File: config.mk
export PLATFORM = sky130hd
export DESIGN_NAME = intBusArbiter
export DESIGN_NICKNAME = d
export VERILOG_FILES = /design/src/rtl/arbPkg.sv /design/src/rtl/arbSync.sv /design/src/rtl/arbCtrl.sv /design/src/rtl/arbDatapath.sv /design/src/rtl/intBusArbiter.sv
export SDC_FILE = /design/constraint.sdc
export NUM_CORES = 1
export LEC_CHECK = 0
export BUFFER_PORTS_ARGS = -buffer_cell sky130_fd_sc_hd__clkbuf_2
export CORE_MARGIN = 2
export CORE_UTILIZATION = 55
export DETAILED_ROUTE_END_ITERATION = 10
export PLACE_DENSITY = 0.81
export SYNTH_ARGS = -nofsm -noshare
export SYNTH_HDL_FRONTEND = slang
export SYNTH_SLANG_ARGS = --single-unit
File: constraint.sdc
create_clock -name clk -period 3.1 [get_ports clk]
set_input_delay 0.155 -clock clk [delete_from_list [all_inputs] [get_ports clk]]
set_output_delay 0.155 -clock clk [all_outputs]
set_load 0.05 [all_outputs]
File: src/rtl/arbPkg.sv
package arbPkg;

  localparam int NUM_IRQ = 3;

  typedef enum logic [2:0] {
    ST_RUN,
    ST_RELEASE,
    ST_GRANT,
    ST_ACK,
    ST_HALT
  } arbState_t;

  // Encoding is visible on the ackKind port.
  typedef enum logic [1:0] {
    K_NMI  = 2'd0,
    K_INT0 = 2'd1,
    K_INT1 = 2'd2,
    K_INT2 = 2'd3
  } ackKind_t;

  // Strobes from the control FSM to the datapath.
  typedef struct packed {
    logic     busFloat;
    logic     busAck;
    logic     ackOn;
    logic     ackIorq;
    logic     haltOn;
    logic     clrNmi;
    ackKind_t kind;
  } arbStrobe_t;

endpackage

File: src/rtl/arbSync.sv
module arbSync #(
  parameter int STAGES = 2,
  parameter int WIDTH  = 1
) (
  input  logic             clk,
  input  logic             rstN,
  input  logic [WIDTH-1:0] din,
  output logic [WIDTH-1:0] dout
);

  logic [STAGES-1:0][WIDTH-1:0] chain;

  generate
    if (STAGES == 1) begin : g_single
      always_ff @(posedge clk or negedge rstN) begin
        if (!rstN) chain <= '0;
        else       chain <= din;
      end
    end else begin : g_multi
      always_ff @(posedge clk or negedge rstN) begin
        if (!rstN) chain <= '0;
        else       chain <= {chain[STAGES-2:0], din};
      end
    end
  endgenerate

  assign dout = chain[STAGES-1];

endmodule

File: src/rtl/arbCtrl.sv
module arbCtrl
  import arbPkg::*;
#(
  parameter int ACK_CYCLES = 3
) (
  input  logic               clk,
  input  logic               rstN,
  input  logic               busReq,
  input  logic               nmiPend,
  input  logic [NUM_IRQ-1:0] irq,
  input  logic               intEnable,
  input  logic [NUM_IRQ-1:0] intMask,
  input  logic               cycleEnd,
  input  logic               instrEnd,
  input  logic               haltInstr,
  output arbStrobe_t         strobe
);

  localparam int CW = (ACK_CYCLES > 1) ? $clog2(ACK_CYCLES) : 1;
  localparam logic [CW-1:0] ACK_LAST = CW'(ACK_CYCLES - 1);

  arbState_t          state, stateNext;
  ackKind_t           kindReg, kindNext, pickKind;
  logic [CW-1:0]      ackCnt, ackCntNext;
  logic               resumeHalt, resumeHaltNext;
  logic [NUM_IRQ-1:0] irqOk;
  logic               wantInt;

  assign irqOk   = irq & intMask & {NUM_IRQ{intEnable}};
  assign wantInt = nmiPend | (|irqOk);

  // Fixed priority among interrupt sources.
  always_comb begin
    if (nmiPend)       pickKind = K_NMI;
    else if (irqOk[0]) pickKind = K_INT0;
    else if (irqOk[1]) pickKind = K_INT1;
    else               pickKind = K_INT2;
  end

  always_comb begin
    stateNext      = state;
    kindNext       = kindReg;
    ackCntNext     = ackCnt;
    resumeHaltNext = resumeHalt;
    unique case (state)
      ST_RUN: begin
        if (busReq && (cycleEnd || instrEnd)) begin
          stateNext      = ST_RELEASE;
          resumeHaltNext = 1'b0;
        end else if (instrEnd && wantInt) begin
          stateNext  = ST_ACK;
          kindNext   = pickKind;
          ackCntNext = '0;
        end else if (instrEnd && haltInstr) begin
          stateNext = ST_HALT;
        end
      end
      ST_HALT: begin
        if (busReq) begin
          stateNext      = ST_RELEASE;
          resumeHaltNext = 1'b1;
        end else if (wantInt) begin
          stateNext  = ST_ACK;
          kindNext   = pickKind;
          ackCntNext = '0;
        end
      end
      ST_RELEASE: stateNext = ST_GRANT;
      ST_GRANT: begin
        if (!busReq) stateNext = resumeHalt ? ST_HALT : ST_RUN;
      end
      ST_ACK: begin
        if (ackCnt == ACK_LAST) stateNext = ST_RUN;
        else                    ackCntNext = ackCnt + 1'b1;
      end
      default: stateNext = ST_RUN;
    endcase
  end

  always_ff @(posedge clk or negedge rstN) begin
    if (!rstN) begin
      state      <= ST_RUN;
      kindReg    <= K_NMI;
      ackCnt     <= '0;
      resumeHalt <= 1'b0;
    end else begin
      state      <= stateNext;
      kindReg    <= kindNext;
      ackCnt     <= ackCntNext;
      resumeHalt <= resumeHaltNext;
    end
  end

  always_comb begin
    strobe.busFloat = (state == ST_RELEASE) || (state == ST_GRANT);
    strobe.busAck   = (state == ST_GRANT);
    strobe.ackOn    = (state == ST_ACK);
    strobe.ackIorq  = (state == ST_ACK) && (kindReg == K_INT0);
    strobe.haltOn   = (state == ST_HALT) ||
                      (((state == ST_RELEASE) || (state == ST_GRANT)) && resumeHalt);
    strobe.clrNmi   = (stateNext == ST_ACK) && (state != ST_ACK) && (pickKind == K_NMI);
    strobe.kind     = kindReg;
  end

  // Bus request taken at a cycle end.
  assert_busAtCycleEnd_R1: assert property (@(posedge clk) disable iff (!rstN)
    (state == ST_RUN && busReq && (cycleEnd || instrEnd)) |=> (state == ST_RELEASE));

  // Interrupt 0 only with bus and NMI quiet.
  assert_int0Quiet_R3: assert property (@(posedge clk) disable iff (!rstN)
    (state == ST_ACK && $past(state) != ST_ACK && kindReg == K_INT0)
      |-> ($past(!busReq) && $past(!nmiPend)));

  // Interrupt 2 only when interrupts 0 and 1 are not eligible.
  assert_int2Last_R4: assert property (@(posedge clk) disable iff (!rstN)
    (state == ST_ACK && $past(state) != ST_ACK && kindReg == K_INT2)
      |-> $past(!irqOk[0] && !irqOk[1] && !nmiPend && !busReq));

  // Halt holds with nothing to wake it.
  assert_haltHold_R7: assert property (@(posedge clk) disable iff (!rstN)
    (state == ST_HALT && !busReq && !wantInt) |=> (state == ST_HALT));

  // Grant taken from halt goes back to halt.
  assert_grantBackToHalt_R11: assert property (@(posedge clk) disable iff (!rstN)
    (state == ST_GRANT && resumeHalt && !busReq) |=> (state == ST_HALT));

  // No interrupt acknowledge without an instruction end while running.
  assert_noMidInstrAck_R12: assert property (@(posedge clk) disable iff (!rstN)
    (state == ST_RUN && !instrEnd) |=> (state != ST_ACK));

endmodule

File: src/rtl/arbDatapath.sv
module arbDatapath
  import arbPkg::*;
(
  input  logic       clk,
  input  logic       rstN,
  input  logic       nmiLvl,
  input  arbStrobe_t strobe,
  output logic       nmiPend,
  output logic       addrOe,
  output logic       dataOe,
  output logic       ctrlOe,
  output logic       busAckN,
  output logic       m1N,
  output logic       iorqN,
  output logic       haltN,
  output logic       ackActive,
  output logic [1:0] ackKind
);

  logic nmiPrev;

  // Edge latch for the non-maskable request; a new edge wins over the clear.
  always_ff @(posedge clk or negedge rstN) begin
    if (!rstN) begin
      nmiPrev <= 1'b0;
      nmiPend <= 1'b0;
    end else begin
      nmiPrev <= nmiLvl;
      nmiPend <= (nmiLvl & ~nmiPrev) | (nmiPend & ~strobe.clrNmi);
    end
  end

  always_ff @(posedge clk or negedge rstN) begin
    if (!rstN) begin
      addrOe    <= 1'b0;
      dataOe    <= 1'b0;
      ctrlOe    <= 1'b0;
      busAckN   <= 1'b1;
      m1N       <= 1'b1;
      iorqN     <= 1'b1;
      haltN     <= 1'b1;
      ackActive <= 1'b0;
      ackKind   <= 2'd0;
    end else begin
      addrOe    <= ~strobe.busFloat;
      dataOe    <= ~strobe.busFloat;
      ctrlOe    <= ~strobe.busFloat;
      busAckN   <= ~strobe.busAck;
      m1N       <= ~strobe.ackIorq;
      iorqN     <= ~strobe.ackIorq;
      haltN     <= ~strobe.haltOn;
      ackActive <= strobe.ackOn;
      ackKind   <= strobe.kind;
    end
  end

  // Bus acknowledge only with all drivers off.
  assert_ackWithFloat_R2: assert property (@(posedge clk) disable iff (!rstN)
    !busAckN |-> (!addrOe && !dataOe && !ctrlOe));

  // Drivers released at least one clock before the acknowledge.
  assert_floatFirst_R2: assert property (@(posedge clk) disable iff (!rstN)
    $fell(busAckN) |-> $past(!addrOe));

  // M1/IORQ only during an interrupt 0 acknowledge.
  assert_iorqOnlyInt0_R5: assert property (@(posedge clk) disable iff (!rstN)
    (!iorqN || !m1N) |-> (ackActive && ackKind == K_INT0));

  // Other acknowledges keep both strobes high.
  assert_quietOtherAck_R6: assert property (@(posedge clk) disable iff (!rstN)
    (ackActive && ackKind != K_INT0) |-> (m1N && iorqN));

  // A fresh edge is always latched.
  assert_nmiEdgeLatched_R9: assert property (@(posedge clk) disable iff (!rstN)
    (nmiLvl && !nmiPrev) |=> nmiPend);

endmodule

File: src/rtl/intBusArbiter.sv
module intBusArbiter
  import arbPkg::*;
#(
  parameter int SYNC_STAGES = 2,
  parameter int ACK_CYCLES  = 3
) (
  input  logic       clk,
  input  logic       rstN,
  input  logic       busReqN,
  input  logic       nmiN,
  input  logic [2:0] intN,
  input  logic       cycleEnd,
  input  logic       instrEnd,
  input  logic       haltInstr,
  input  logic       intEnable,
  input  logic [2:0] intMask,
  output logic       addrOe,
  output logic       dataOe,
  output logic       ctrlOe,
  output logic       busAckN,
  output logic       m1N,
  output logic       iorqN,
  output logic       haltN,
  output logic       ackActive,
  output logic [1:0] ackKind
);

  localparam int SYNC_W = NUM_IRQ + 2;

  logic [SYNC_W-1:0]  syncIn, syncOut;
  logic               busReq, nmiLvl, nmiPend;
  logic [NUM_IRQ-1:0] irq;
  arbStrobe_t         strobe;

  assign syncIn = {~intN, ~nmiN, ~busReqN};
  assign busReq = syncOut[0];
  assign nmiLvl = syncOut[1];
  assign irq    = syncOut[SYNC_W-1:2];

  arbSync #(.STAGES(SYNC_STAGES), .WIDTH(SYNC_W)) uSync (
    .clk (clk),
    .rstN(rstN),
    .din (syncIn),
    .dout(syncOut)
  );

  arbCtrl #(.ACK_CYCLES(ACK_CYCLES)) uCtrl (
    .clk      (clk),
    .rstN     (rstN),
    .busReq   (busReq),
    .nmiPend  (nmiPend),
    .irq      (irq),
    .intEnable(intEnable),
    .intMask  (intMask),
    .cycleEnd (cycleEnd),
    .instrEnd (instrEnd),
    .haltInstr(haltInstr),
    .strobe   (strobe)
  );

  arbDatapath uData (
    .clk      (clk),
    .rstN     (rstN),
    .nmiLvl   (nmiLvl),
    .strobe   (strobe),
    .nmiPend  (nmiPend),
    .addrOe   (addrOe),
    .dataOe   (dataOe),
    .ctrlOe   (ctrlOe),
    .busAckN  (busAckN),
    .m1N      (m1N),
    .iorqN    (iorqN),
    .haltN    (haltN),
    .ackActive(ackActive),
    .ackKind  (ackKind)
  );

endmodule

# Word level (Yosys, flattened, before mapping)
# Cells that the tools add are included.
[totals]
input_bits = 14
register_bits = 27
elab_cells = 89
output_inout_bits = 10
[classes]
n_mux = 26
reduce_logical = 18
eq_ne = 15
add_sub_neg = 1
n_bitwise = 15
[op_table]
columns = ["cell", "count"]
rows = [
  ["3-bit two-way mux", 8],
  ["2-bit two-way mux", 11],
  ["3-bit one-hot mux with 5 select lines", 1],
  ["3-bit by 2-bit == test with 1-bit output, second input constant", 3],
  ["2-bit != test, second input constant", 4],
  ["1-bit inverter", 8],
  ["1-bit logical AND", 7],
  ["3-bit AND", 2],
  ["2-bit by 1-bit != test with 1-bit output, second input constant", 3],
  ["2-bit one-hot mux with 3 select lines", 1],
  ["6-bit AND reduction", 1],
  ["5-bit AND reduction", 1],
  ["2-bit one-hot mux with 2 select lines", 1],
  ["3-bit by 1-bit == test with 1-bit output, second input constant", 1],
  ["3-bit == test, second input constant", 1],
  ["3-bit logical NOT", 1],
  ["1-bit logical OR", 3],
  ["1-bit two-way mux", 3],
  ["3-bit by 2-bit != test with 1-bit output, second input constant", 1],
  ["3-bit inverter", 1],
  ["3-bit AND reduction", 1],
  ["3-bit nonzero test", 1],
  ["3-bit OR reduction", 1],
  ["2-bit by 1-bit adder with 2-bit output, second input constant", 1],
  ["7 further kinds", 9],
]

# Longest topological paths before layout
[logic_depth]
depth_word = 14
ltp_mapped = 7
mapped_depth_nobuf = 7

# Hierarchy
# From an unflattened synthesis, not the netlist that was laid out.
[unflattened]
hier_cells = 96
hier_area_um2 = 1133.6
[by_module_without_submodules]
columns = ["module", "seq_area_each_um2", "area_per_inst_um2", "cells_per_inst", "instances"]
rows = [
  ["arbCtrl", 200.2, 540.5, 57, 1],
  ["arbSync", 250.2, 287.8, 15, 1],
  ["arbDatapath", 229.0, 286.5, 19, 1],
  ["intBusArbiter", 0.0, 18.8, 5, 1],
]

# Worst setup path after synthesis
# OpenSTA, ideal clock, no wires.
[synth_timing]
path_kind = "reg2reg"
start = "register uCtrl.state[2]"
end = "register uCtrl.ackCnt[1]"
arrival_ns = 1.447
path_slack_ns = 1.525
setup_time_ns = 0.128
stages_incl_launch_ff = 6
required_time_ns = 2.972
n_path_buf = 1
period_less_slack_ns = 1.575
cell_sequence = "dfrtp_1 -> buf_2 -> nand3b_1 -> or2_1 -> a32oi_1 -> mux2_1"
[synth_via]
elab_chain_cells = 3
elab_cells_between_ends = 11
classes_between = "eq/ne: 7; mux: 1; reduce/logical: 3"
[synth_rtl]
columns = ["item", "line_no", "rtl"]
rows = [
  ["from (decl)", "arbCtrl.sv:22", "arbState_t state, stateNext;"],
  ["from (signal assigned)", "arbCtrl.sv:87", "state <= stateNext;"],
  ["3-bit by 2-bit == test with 1-bit output, or another cell as far along", "arbCtrl.sv:45", "unique case (state)"],
  ["2-bit != test (no source line), or another cell as far along", "n/a", ""],
  ["6-bit AND reduction (no source line)", "n/a", ""],
  ["to (signal assigned)", "arbCtrl.sv:89", "ackCnt <= ackCntNext;"],
  ["to (decl)", "arbCtrl.sv:24", "logic [CW-1:0] ackCnt, ackCntNext;"],
]
# Parallel ways exist; a longest one is shown, timed or not.
# A chain may end at the register's enable or synchronous reset.

# Worst setup path after layout
[layout_timing]
start = "register uCtrl.state[0]"
end = "register uCtrl.ackCnt[1]"
# The elaborated chain is that of the path after synthesis.

==> flow_metrics.env <==
export IMPL_combPwrFrac=0.393
export IMPL_worstPathArrival_ps=1970
export IMPL_synth_cells=86
export IMPL_slew_violations=0
export IMPL_syn_area_per_cell_um2=12.1
export IMPL_grt_overflow=0
export IMPL_num_io_pins=24
export IMPL_nets=131
export IMPL_slew_headroom=0.593
export IMPL_drt_iter0_drc=19
export IMPL_fmax_mhz=569
export IMPL_p_sw_mw=0.456
export IMPL_reg2reg_from="uCtrl.state[0]$_DFF_PN0_"
export IMPL_synth_top_area_frac=0.576
export IMPL_worstSetupPathType="flip-flop to flip-flop"
export IMPL_row_count=15
export IMPL_fin_crit_sh=0.567
export IMPL_critPathCaptureType="flip-flop"
export IMPL_whs_endpoint="uCtrl.kindReg[0]$_DFFE_PN0P_"
export IMPL_synth_seq_area_share=0.651
export IMPL_intPower_mw=0.621
export IMPL_grt_pass1_vias=641
export IMPL_cap_violations=0
export IMPL_htreeDepth=1
export IMPL_grt_max_degree=28
export IMPL_status="complete, no violations"
export IMPL_numCtsBuffers=3
export IMPL_switching_share=0.423
export IMPL_gp_congestion=0.757
export IMPL_fp_dieW_um=47.6
export IMPL_place_hpwl_mm=1.17
export IMPL_worstPathRequired_ps=3320
export IMPL_synth_area_mm2=0.00104
export IMPL_wl_mm=1.62
export IMPL_power_density_mw_per_mm2=859
export IMPL_wl_per_cell_um=11.6
export IMPL_clock_skew_ps=6.77
export IMPL_via_per_inst=5.26
export IMPL_fin_crit_ps=1760
export IMPL_clk_latency_ps=310
export IMPL_tightest_slew_ps=611
export IMPL_area_growth_pct=20.0
export IMPL_setup_tns_ps=0
export IMPL_cts_sinks=27
export IMPL_placed_area_mm2=0.00116
export IMPL_finish_instance_area_mm2=0.00125
export IMPL_grt_pass1_wl_mm=2.64
export IMPL_drtAntennaViolNets=0
export IMPL_setup_viol=0
export IMPL_r2r_end="uCtrl.ackCnt[1]$_DFFE_PN0P_"
export IMPL_grt_util_met3=0.0264
export IMPL_grt_busiest_layer="met2"
export IMPL_synth_edf_count=0
export IMPL_yosysMostFrequentCell="dfrtp_1"
export IMPL_path_clk_slew_ps=140
export IMPL_cts_buffer_depth=2
export IMPL_antenna_cells=0
export IMPL_antenna_found_initial=0
export IMPL_firstDrtPassIters=4
export IMPL_port_buffers=23
export IMPL_rsz0062_at_grt="no"
export IMPL_clockPowerShare=0.137
export IMPL_hold_start="intMask[1]"
export IMPL_fp_dieArea_mm2=0.00226
export IMPL_grtUsageMet1=0.209
export IMPL_p_leak_nw=0.624
export IMPL_ir_worst_vdd_mv=0.551
export IMPL_coreArea_mm2=0.00176
export IMPL_ys_ff_latch=27
export IMPL_hold_viol=0
export IMPL_synth_largest_area_cell="dfrtp_1"
export IMPL_cts_tree="yes"
export IMPL_grt_util_met2=0.284
export IMPL_vias=736
export IMPL_cts_root_buffer="clkbuf_4"
export IMPL_synth_commonest_cells="dfrtp_1 (24), inv_1 (9), nand2_1 (9)"
export IMPL_drc_errors=0
export IMPL_async_flop_share=1.00
export IMPL_pwr_share_seq=0.470
export IMPL_ff2ff_path_depth=5
export IMPL_start_kind="flip-flop"
export IMPL_regToRegSetupSlack_ps=1340
export IMPL_synth_flop_cell="dfrtp_1"
export IMPL_hp_class="primary input to flip-flop"
export IMPL_synthTopCellsByArea="dfrtp_1 (58%), dfstp_2 (7.6%), inv_1 (3.2%), nand2_1 (3.2%), buf_4 (2.2%)"
export IMPL_fp_dieH_um=47.6
export IMPL_ys_warn_count=0
export IMPL_syn_nets=101
export IMPL_grt_usage=0.173
export IMPL_whs_path_depth=3
export IMPL_crit_fanout=7
export IMPL_initial_utilization=0.591
export IMPL_synth_cell_types=34
export IMPL_drive_gt1_frac=0.296
[power groups by stage]
stage	clock (mW)	sequential, mW	combinational [mW]
5_1_grt	0.170	0.523	0.466
4_1_cts	0.154	0.507	0.426
2_1_floorplan	0	0.623	0.229
3_5_place_dp	0	0.515	0.419
3_3_place_gp	0	0.512	0.412
6_report	0.147	0.506	0.423
[registers in the layout, summed over array words and instances, names as in the netlist]
name and cells:
uSync.chain 5, uSync.dout 5, uCtrl.state 3, uCtrl.ackCnt 2
uCtrl.kindReg 2, uData.ackKind 2, uCtrl.resumeHalt 1, uData.ackActive 1
uData.addrOe 1, uData.busAckN 1, uData.haltN 1, uData.iorqN 1
uData.nmiPend 1, uData.nmiPrev 1
[metal layers]
layer | vias to the layer above | share of wire
li1 | 351 | -
met1 | 356 | 0.41
met2 | 27 | 0.53
met3 | 2 | 0.046
met4 | 0 | 0.0093
met5 | - | 0
[placed cells by master, fill, tap and decap left out, types with 3 or more instances in the layout]
cell,synthesis,routed
dfrtp_1,24,24
clkbuf_2,0,23
inv_1,9,9
nand2_1,9,9
dlygate4sd3_1,0,6
nand3b_1,3,3
o21ai_1,3,3
clkbuf_4,0,3
dfstp_2,3,3
[kinds of logic (layout without fill, tap and decap cells)]
group	after synthesis	in the layout	synth area share
AO/OA/AOI/OAI	18	18	0.133
XOR/XNOR	1	1	0.00839
adder cells (fa/ha/maj)	1	1	0.0120
buffers and inverters	14	43	0.0623
flip-flops	27	27	0.651
multiplexers	2	2	0.0204
AND/OR/NAND/NOR	23	23	0.113
[critical path, stage by stage (launching register included)]
cell and delay (ps):
dfrtp_1 480, nor3_1 190, o21ai_1 140, nand2b_1 230
a32oi_1 260, mux2_1 350
[final cells by class]
class | count | area (µm²)
Fill cell | 142 | 512
Sequential cell | 27 | 679
Tap cell | 25 | 31.3
Inverter | 10 | 37.5
Timing Repair Buffer | 29 | 175
Clock buffer | 3 | 22.5
Clock inverter | 1 | 7.51
Multi-Input combinational cell | 45 | 299
[timing repair]
| action | 4_1_cts | 5_1_grt |
|---|---|---|
| endpoints found under the hold margin | 29 | 0 |
| endpoints found under the setup margin | 0 | 0 |
| setup buffers | 0 | 0 |
| hold buffers | 6 | 0 |
| gates resized for setup | 0 | 0 |
[worst max path at each step]
stage,start,end,cells past startpoint
after floorplan,uCtrl.state[2]$_DFF_PN0_,uCtrl.ackCnt[1]$_DFFE_PN0P_,5
after global placement,uCtrl.state[0]$_DFF_PN0_,uCtrl.ackCnt[1]$_DFFE_PN0P_,5
final,uCtrl.state[0]$_DFF_PN0_,uCtrl.ackCnt[1]$_DFFE_PN0P_,5
after detailed placement,uCtrl.state[0]$_DFF_PN0_,uCtrl.ackCnt[1]$_DFFE_PN0P_,5
after CTS,uCtrl.state[0]$_DFF_PN0_,uCtrl.ackCnt[1]$_DFFE_PN0P_,5
after global routing,uCtrl.state[0]$_DFF_PN0_,uCtrl.ackCnt[1]$_DFFE_PN0P_,5
[stage by stage]
step	hold WS (ps)	setup WS, ps	power [mW]	util	cells
final	177	1340	1.08	0.710	140
after global routing	165	1190	1.16	0.710	140
after CTS	162	1330	1.09	0.710	140
after detailed placement	198	1340	0.934	0.659	130
after global placement	194	1420	0.924	0.659	130
after floorplan	-141	1530	0.852	-	86
Note: power is estimated with default switching activity, not from simulation.
